File: config.mk
export PLATFORM = sky130hd
export DESIGN_NAME = spn_iter_enc
export DESIGN_NICKNAME = d
export VERILOG_FILES = /design/src/rtl/spn_pkg.sv /design/src/rtl/spn_sbox_layer.sv /design/src/rtl/spn_round.sv /design/src/rtl/spn_ctrl.sv /design/src/rtl/spn_iter_enc.sv
export SDC_FILE = /design/constraint.sdc
export NUM_CORES = 1
export LEC_CHECK = 0
export BUFFER_PORTS_ARGS = -buffer_cell sky130_fd_sc_hd__buf_2
export CAP_MARGIN = 10
export CORE_MARGIN = 2
export CORE_UTILIZATION = 25
export CTS_CLUSTER_DIAMETER = 80
export DETAILED_ROUTE_END_ITERATION = 6
export PLACE_DENSITY = 0.44
export SYNTH_ARGS = -nofsm -noshare
export SYNTH_HDL_FRONTEND = slang
export SYNTH_SLANG_ARGS = --single-unit
export TNS_END_PERCENT = 30
File: constraint.sdc
create_clock -name clk -period 4 [get_ports clk]
set_input_delay 0.2 -clock clk [delete_from_list [all_inputs] [get_ports clk]]
set_output_delay 0.2 -clock clk [all_outputs]
set_load 0.05 [all_outputs]
File: src/rtl/spn_pkg.sv
package spn_pkg;
  localparam int BLK_W   = 128;
  localparam int NIB_W   = 4;
  localparam int N_NIB   = BLK_W / NIB_W;
  localparam int N_VAR   = 8;
  localparam int TAB_W   = NIB_W * (1 << NIB_W);
  localparam int ROT_A   = 13;
  localparam int ROT_B   = 71;

  typedef logic [N_VAR-1:0][TAB_W-1:0] sbox_set_t;

  // one affine nibble permutation, odd multiplier keeps it bijective
  function automatic logic [TAB_W-1:0] affine_perm(input int mul, input int add);
    logic [TAB_W-1:0] t;
    t = '0;
    for (int v = 0; v < (1 << NIB_W); v++)
      t[v*NIB_W +: NIB_W] = NIB_W'((mul * v + add) % (1 << NIB_W));
    return t;
  endfunction

  function automatic sbox_set_t default_sboxes();
    sbox_set_t s;
    for (int k = 0; k < N_VAR; k++)
      s[k] = affine_perm((2*k + 3) % 16, (5*k + 1) % 16);
    return s;
  endfunction

  function automatic logic [NIB_W-1:0] nib_lookup(input logic [TAB_W-1:0] tab,
                                                  input logic [NIB_W-1:0] v);
    return tab[v*NIB_W +: NIB_W];
  endfunction

  function automatic logic [BLK_W-1:0] rotl(input logic [BLK_W-1:0] x, input int n);
    return (x << n) | (x >> (BLK_W - n));
  endfunction

  // three-term rotation XOR: odd term count makes it invertible
  function automatic logic [BLK_W-1:0] lin_mix(input logic [BLK_W-1:0] y);
    return y ^ rotl(y, ROT_A) ^ rotl(y, ROT_B);
  endfunction
endpackage

File: src/rtl/spn_sbox_layer.sv
module spn_sbox_layer
  import spn_pkg::*;
#(
  parameter logic [TAB_W-1:0] TAB = '0
) (
  input  logic [BLK_W-1:0] din,
  output logic [BLK_W-1:0] dout
);
  for (genvar n = 0; n < N_NIB; n++) begin : g_nib
    assign dout[n*NIB_W +: NIB_W] = nib_lookup(TAB, din[n*NIB_W +: NIB_W]);
  end
endmodule

File: src/rtl/spn_round.sv
module spn_round
  import spn_pkg::*;
#(
  parameter sbox_set_t SBOXES = default_sboxes(),
  localparam int SEL_W = $clog2(N_VAR)
) (
  input  logic [BLK_W-1:0] state,
  input  logic [BLK_W-1:0] rkey,
  input  logic [SEL_W-1:0] sel,
  output logic [BLK_W-1:0] nxt
);
  logic [BLK_W-1:0] mixed;
  logic [BLK_W-1:0] lay_out [N_VAR];
  logic [N_VAR-1:0] sel_oh;
  logic [BLK_W-1:0] subst;

  assign mixed = state ^ rkey;

  for (genvar k = 0; k < N_VAR; k++) begin : g_var
    spn_sbox_layer #(.TAB(SBOXES[k])) u_lay (.din(mixed), .dout(lay_out[k]));
    assign sel_oh[k] = (sel == SEL_W'(k));
  end

  always_comb begin
    subst = '0;
    for (int k = 0; k < N_VAR; k++)
      subst = subst | (lay_out[k] & {BLK_W{sel_oh[k]}});
  end

  assign nxt = lin_mix(subst);
endmodule

File: src/rtl/spn_ctrl.sv
module spn_ctrl #(
  parameter int ROUNDS = 32,
  localparam int CNT_W = $clog2(ROUNDS)
) (
  input  logic             clk,
  input  logic             rst_n,
  input  logic             in_valid,
  output logic             in_ready,
  output logic             load,
  output logic             busy,
  output logic             last,
  output logic [CNT_W-1:0] cnt,
  output logic             done
);
  logic             busy_q, done_q;
  logic [CNT_W-1:0] cnt_q;

  assign in_ready = !busy_q;
  assign load     = in_valid && !busy_q;
  assign last     = busy_q && (cnt_q == CNT_W'(ROUNDS - 1));
  assign busy     = busy_q;
  assign cnt      = cnt_q;
  assign done     = done_q;

  always_ff @(posedge clk) begin
    if (!rst_n) begin
      busy_q <= 1'b0;
      cnt_q  <= '0;
      done_q <= 1'b0;
    end else begin
      done_q <= last;
      if (load) begin
        busy_q <= 1'b1;
        cnt_q  <= '0;
      end else if (busy_q) begin
        busy_q <= !last;
        cnt_q  <= last ? '0 : cnt_q + 1'b1;
      end
    end
  end

  AST_LOAD_STARTS: assert property (@(posedge clk) disable iff (!rst_n)
    load |=> busy_q && cnt_q == '0);
  AST_ROUND_STEP: assert property (@(posedge clk) disable iff (!rst_n)
    (busy_q && !last) |=> busy_q && cnt_q == CNT_W'($past(cnt_q) + 1'b1));
  AST_DONE_AFTER_LAST: assert property (@(posedge clk) disable iff (!rst_n)
    last |=> done_q && !busy_q);
  AST_DONE_ONE_CYCLE: assert property (@(posedge clk) disable iff (!rst_n)
    done_q |=> !done_q);
  AST_NO_RESTART: assert property (@(posedge clk) disable iff (!rst_n)
    (busy_q && in_valid && !last) |=> cnt_q != '0);
endmodule

File: src/rtl/spn_iter_enc.sv
module spn_iter_enc
  import spn_pkg::*;
#(
  parameter int        ROUNDS = 32,
  parameter sbox_set_t SBOXES = default_sboxes(),
  localparam int CNT_W = $clog2(ROUNDS),
  localparam int SEL_W = $clog2(N_VAR)
) (
  input  logic             clk,
  input  logic             rst_n,
  input  logic             in_valid,
  output logic             in_ready,
  input  logic [BLK_W-1:0] in_block,
  output logic [CNT_W-1:0] rk_idx,
  input  logic [BLK_W-1:0] rk,
  input  logic [BLK_W-1:0] fin_key,
  output logic             out_valid,
  output logic [BLK_W-1:0] out_block
);
  logic             load, busy, last, done;
  logic [CNT_W-1:0] cnt;
  logic [BLK_W-1:0] state_q, rnd_nxt;

  spn_ctrl #(.ROUNDS(ROUNDS)) u_ctrl (
    .clk(clk), .rst_n(rst_n), .in_valid(in_valid), .in_ready(in_ready),
    .load(load), .busy(busy), .last(last), .cnt(cnt), .done(done)
  );

  spn_round #(.SBOXES(SBOXES)) u_round (
    .state(state_q), .rkey(rk), .sel(cnt[SEL_W-1:0]), .nxt(rnd_nxt)
  );

  always_ff @(posedge clk) begin
    if (!rst_n)    state_q <= '0;
    else if (load) state_q <= in_block;
    else if (busy) state_q <= last ? (rnd_nxt ^ fin_key) : rnd_nxt;
  end

  assign rk_idx    = cnt;
  assign out_valid = done;
  assign out_block = state_q;

  AST_IDLE_HOLDS_STATE: assert property (@(posedge clk) disable iff (!rst_n)
    (!busy && !load) |=> $stable(state_q));
  AST_LOAD_TAKES_BLOCK: assert property (@(posedge clk) disable iff (!rst_n)
    load |=> state_q == $past(in_block));
endmodule

==> results.yml, run 1 <==
worst_setup_path:
  worst_setup_path_start_kind: "register"
  timing.setup.critical_path_class: "register to register"
  cp_data_required_time_ps: 4380
  reg2regPathDepth: 11
  worst_r2r_endpoint: "out_block[19]"
  setup_crit_end_kind: "register"
  reg2reg_slack_ps: 530
  worst_path_maximum_fanout: 19
  timing.critical_path.arrival_ps: 3850
  r2r_start: "u_ctrl.cnt[2]"
power:
  power_total_mw: 21.1
  vdd.ir_drop.worst_uv: 423
  leakage_nw: 11.7
  power-per-cell-area_nw_per_um2: 758
floorplanning:
  top_level_ports: 522
  placeableCoreArea_um2: 87000
  placementRows: 108
  chipWidth_um: 301
  initial_utilization: 0.253
  chipHeight_um: 301
  design.die.area_um2: 90400
synth:
  async_reset_ff_frac: 0
  syn-instance-count: 2531
  synth_edf_count: 0
  synth.yosys.warnings: 0
  post_synth_num_cell_types: 80
  synth_top_flop_cell: "dfxtp_1"
  syn_area_cell_um2: 8.70
  syn_area_um2: 22000
  synth-seq-cells: 135
  synth.net_count: 3169
  synth_seq_area_share: 0.123
clock_tree:
  ctsHtreeMaxLevel: 4
  clock_sink_count: 135
  insertion_delay_ps: 530
  post_cts_hold_buffer_count: 13
  cts_tree: "built"
  post-cts-setup-buffers: 0
  cts_buffers: 17
  clock-root-buffer: "clkbuf_16"
  clock_tree.buffer_depth: 2
  cts_repair_resize_count: 0
  cts.reportedPaths.clkPinSlew_ps: 80
grt:
  global_route.overflow_total: 0
  global_route_wire_length_before_repair_mm: 170
  grt_antenna_before_repair: 18
  first_global_vias: 21830
  track_usage: 0.268
  grt_start_max_net_pins: 130
sta:
  grt_setup_unrepaired: "false"
  slew_headroom: 0.203
  timing.final.ws_setup_ps: 535
  fin_crit_ps: 3470
  skew_ps: 19.7
  post-route-period-util: 0.866
  worst_slew_pin_slew_ps: 1160
  holdWs_ps: 26.1
  finalSetupTns_ps: 0
  setup_viol_count_final: 0
  timing_max_transition_violations_final: 0
  clock.fmax_mhz: 289
  hold_violations_final: 0
routing:
  route.vias.total: 22436
  detail_route.first_pass.iterations: 6
  detail_route.wirelength_mm: 124
  post_route_ant_nets: 0
  route.detailed.vias_per_inst: 5.22
  detail_route.iter0.violations: 2115
  drc_errors: 0
  detail_route.wl_per_cell_um: 28.9
place:
  post_place_setup_slack_ps: 596
  routabilityCongestion: 0.933
  numPortBuffers: 521
  placed_cells: 4246
  dp_hpwl_mm: 99.8
cells_and_area:
  area_delta_synth_final_pct: 26.2
  final_layout_size_suffix_gt1_frac: 0.312
  final_cells: 4297
  final_net_count: 3761
outcome:
  outcome: "completed"
min_path:
  holdPathStages: 3
  hp-start: "in_block[4]"
  min_to: "out_block[4]"
  type_of_the_worst_min_delay_path: "input port to register"
job:
  cap_violations: 0
cells in the mapped netlist (17+ instances only):
master,instances,share of area
xor2_1,212,0.084
or3_1,17,0.0048
a22oi_1,17,0.0058
nand4_1,18,0.0051
nor3_1,84,0.019
nor2_1,92,0.016
mux2i_1,36,0.016
clkbuf_1,112,0.019
xnor2_1,354,0.14
o21ai_0,112,0.025
dfxtp_1,135,0.12
o21ai_1,26,0.0059
nor2b_1,42,0.012
inv_1,185,0.032
nand2_1,200,0.034
ha_1,251,0.14
a211oi_1,75,0.026
mux4_2,135,0.14
mux2_2,56,0.029
a21oi_1,161,0.037
cells in the final DEF, fill, tap and decap left out, types with 17 or more instances in the layout:
master / synthesis / routed
mux2_2: 56 / 56
mux4_2: 135 / 135
buf_2: 16 / 520
buf_4: 1 / 177
xnor2_1: 354 / 354
xor2_1: 212 / 212
clkbuf_16: 0 / 17
nor3_1: 84 / 81
o21ai_1: 26 / 26
or3_1: 17 / 17
dfxtp_1: 135 / 134
nand4_1: 18 / 18
nor2_1: 92 / 91
o21ai_0: 112 / 112
nor2b_1: 42 / 39
inv_1: 185 / 184
a211oi_1: 75 / 75
nand2_1: 200 / 200
a21oi_1: 161 / 159
mux2i_1: 36 / 36
ha_1: 251 / 248
a22oi_1: 17 / 17
per-layer routing:
layer  vias up  part of all wire  global-route usage
li1      10035                 -                   -
met1     11094              0.42               0.347
met2      1130              0.47               0.443
met3       163             0.080              0.0533
met4        14             0.034              0.0926
met5         -           0.00064                   0
worst max-delay path, cell delays in order, from the launching register on:
cell	delay (ps)
dfxtp_1	390
buf_4	260
inv_2	60
ha_1	260
buf_4	220
nand2b_1	240
a2bb2oi_4	290
buf_4	250
mux4_2	530
xnor2_1	530
xnor2_1	190
a21oi_1	80
area by class of cell:
class	instances	area (um2)
Sequential cell	135	2710
Clock buffer	18	429
Clock inverter	14	175
Multi-Input combinational cell	2066	18100
Timing Repair Buffer	716	4170
Fill cell	9443	59300
Tap cell	1155	1450
Inverter	187	702
Antenna cell	6	15.0
cells by family after synthesis:
family,count (synthesis),share of synthesized area
compound gates,503,0.144
xor+xnor,586,0.242
fa+ha+maj,253,0.144
buf+inv,330,0.0578
flops,135,0.123
mux,229,0.186
simple gates,495,0.105
stage by stage:
| stage | area, um2 | util |
|---|---|---|
| after floorplan | 22000 | - |
| after global placement | 27000 | 0.310 |
| after detailed placement | 27000 | 0.310 |
| after CTS | 27800 | 0.319 |
| after global routing | 27800 | 0.319 |
| final | 27800 | 0.319 |
worst max path at each step:
stage | from | end | slack (ps) | cells after the start
global placement | u_ctrl.cnt[0] | out_block[102] | 650 | 9
CTS | u_ctrl.cnt[0] | out_block[102] | 580 | 10
finish | u_ctrl.cnt[2] | out_block[19] | 530 | 11
floorplan | u_ctrl.cnt[2] | out_block[33] | 770 | 14
detailed placement | u_ctrl.cnt[1] | out_block[102] | 600 | 10
global route | u_ctrl.cnt[1] | out_block[118] | 390 | 9
sequential cells by signal (all words and copies together) (netlist names):
register,flops
out_block,128
u_ctrl.cnt,5
u_ctrl.busy,1
u_ctrl.done,1
where the power goes:
part | total (mW) | switching (mW) | internal, mW
sequential | 2.39 | 0.631 | 1.76
combinational | 16.8 | 10.0 | 6.80
clock | 1.85 | 0.869 | 0.985
No activity file was read; power rests on OpenSTA's default activity.
==> run 2: changes to the inputs <==
- CORE_UTILIZATION: 25 -> 45
- CTS_BUF_LIST: not set -> sky130_fd_sc_hd__clkbuf_4 sky130_fd_sc_hd__clkbuf_8
- PLACE_DENSITY: 0.44 -> 0.7
==> run 2 against run 1 <==
  * Via count rose by 4.2%
  * Fmax increased by 0.41%
  * Register-to-register slack is essentially flat
  * Clock skew grew 1.8 ps
  * Combinational power shrank 5%
  * Clock power fell by 15%
  * Routed wire length is 16% lower
  * Sequential cell count unchanged
  * Final area fell by 2.0%
  * Clock-buffer cell count rose by 3
  * Largest cell class unchanged
  * Largest power group unchanged
==> results.yml, run 2 (same netlist as run 1, synthesis figures left out) <==
clock_tree:
  cts.reportedPaths.clkPinSlew_ps: 100
  ctsHtreeMaxLevel: 4
  insertion_delay_ps: 610
  clock_sink_count: 135
  post_cts_hold_buffer_count: 88
  post-cts-setup-buffers: 0
  cts_repair_resize_count: 0
  clock-root-buffer: "clkbuf_8"
  cts_tree: "built"
  cts_buffers: 17
  clock_tree.buffer_depth: 2
sta:
  worst_slew_pin_slew_ps: 1360
  setup_viol_count_final: 0
  post-route-period-util: 0.863
  clock.fmax_mhz: 290
  finalSetupTns_ps: 0
  slew_headroom: 0.0919
  timing_max_transition_violations_final: 0
  hold_violations_final: 0
  skew_ps: 21.5
  grt_setup_unrepaired: "false"
  fin_crit_ps: 3450
cells_and_area:
  most-common-layout-cells: "buf_2, xnor2_1, ha_1"
  final_net_count: 3767
  final_cells: 3765
  area_delta_synth_final_pct: 23.6
  final_util: 0.559
  layout.cell_area.non_filler_um2: 27200
  flip_flop_count_of_the_largest_register_all_copies_and_words_added: 128
  final_layout_size_suffix_gt1_frac: 0.290
  mostFrequentLayoutCell: "buf_2"
worst_setup_path:
  critical_path.n_buffers_inverters: 3
  worst_path_cell_with_the_longest_stage_delay: "a2bb2oi_4"
  timing.critical_path.arrival_ps: 3920
  cell_by_cell_listing_of_the_critical_path: "inv_1, ha_2, buf_4, a2bb2oi_4, buf_4, mux4_2, xnor2_1, xnor2_1, a21oi_1"
  setup_crit_end_kind: "register"
  cp_data_required_time_ps: 4470
  worst_path_maximum_fanout: 25
  r2r_start: "u_ctrl.cnt[1]"
  worst_setup_path_start_kind: "register"
  timing.setup.critical_path_class: "register to register"
  cpPeakStageDelay_ps: 510
  critical_path.startpoint: "u_ctrl.cnt[1]"
  timing.critical_path.max_delay_family: "buffers and inverters"
floorplanning:
  chipHeight_um: 225
  chipWidth_um: 225
  initial_utilization: 0.452
  placementRows: 81
  placeableCoreArea_um2: 48600
  top_level_ports: 522
  design.die.area_um2: 50700
routing:
  detail_route.wl_per_cell_um: 27.7
  route.detailed.vias_per_inst: 6.21
  route.vias.total: 23372
  detail_route.first_pass.iterations: 7
  detail_route.wirelength_mm: 104
  post_route_ant_nets: 0
  drc_errors: 0
  detail_route.iter0.violations: 2633
outcome:
  outcome: "completed"
power:
  netSwitchingPower_mw: 10.8
  power-per-cell-area_nw_per_um2: 730
  p_sw_frac: 0.543
  vdd.ir_drop.worst_uv: 367
  p_clk_frac: 0.079
  combinationalPowerShare: 0.802
  internal_power_summed_over_all_cells_mw: 9.07
  seq_power_share: 0.118
  leakage_nw: 11.6
place:
  placed_cells: 3644
  numPortBuffers: 521
  dp_hpwl_mm: 80.4
  placed_area_um2: 25800
  routabilityCongestion: 1.02
grt:
  global_route_wire_length_before_repair_mm: 147
  global_route.overflow_total: 0
  first_global_vias: 22535
  grt_antenna_before_repair: 3
  track_usage: 0.401
  grt_start_max_net_pins: 131
min_path:
  hp-start: "in_block[36]"
  type_of_the_worst_min_delay_path: "input port to register"
job:
  cap_violations: 0
==> run 2: cell types whose count changed in the layout (fill, tap and decap cells not counted), sizes merged <==
| cell | before | now |
|---|---|---|
| buf | 703 | 634 |
| bufinv | 3 | 6 |
| clkbuf | 18 | 21 |
| clkinv | 6 | 3 |
| diode | 6 | 1 |
| dlygate4sd3 | 13 | 88 |
| inv | 189 | 186 |
==> run 2: routing by layer <==
metal	GRT usage	vias to the layer above	share of wire
met3	0.0877	424	0.12
met4	0.268	0	0.074
li1	-	10037	-
met5	0	-	0
met1	0.491	11121	0.37
met2	0.632	1790	0.44
==> run 2: final cells by class <==
class                      instances  area [um2]
inverter                         187         702
antenna                            1        2.50
fill                            4463       21400
clock inverter                    11         220
clock buffer                      21         277
multi-input combinational       2066       18100
sequential                       135        2710
timing repair buffer             722        4430
tap                              622         778
==> run 2: worst paths after layout <==
path	cells past startpoint	slack, ps	to
setup / recovery	9	550	out_block[30]
hold / removal	3	20	out_block[36]
setup reg to reg	9	550	out_block[30]
hold reg to reg	2	530	out_block[4]
==> run 2: worst min-delay path, stage by stage <==
cell and delay (ps):
buf_2 80, o21ai_0 130, o21ai_0 180
==> run 2: metrics by stage <==
| step | hold slack, ps | setup slack (ps) | power, mW |
|---|---|---|---|
| after floorplan | 422 | 770 | 13.4 |
| after global placement | 486 | 766 | 17.6 |
| after detailed placement | 502 | 712 | 17.8 |
| after CTS | 0.0388 | 671 | 19.5 |
| after global routing | 39.1 | 477 | 20.7 |
| final | 20.5 | 549 | 19.9 |
==> run 2: power by group through the flow <==
stage	clock [mW]	combinational, mW	sequential, mW
2_1_floorplan	0	9.81	3.56
3_3_place_gp	0	15.2	2.35
3_5_place_dp	0	15.4	2.36
4_1_cts	1.58	15.6	2.33
5_1_grt	1.63	16.7	2.38
6_report	1.58	15.9	2.35
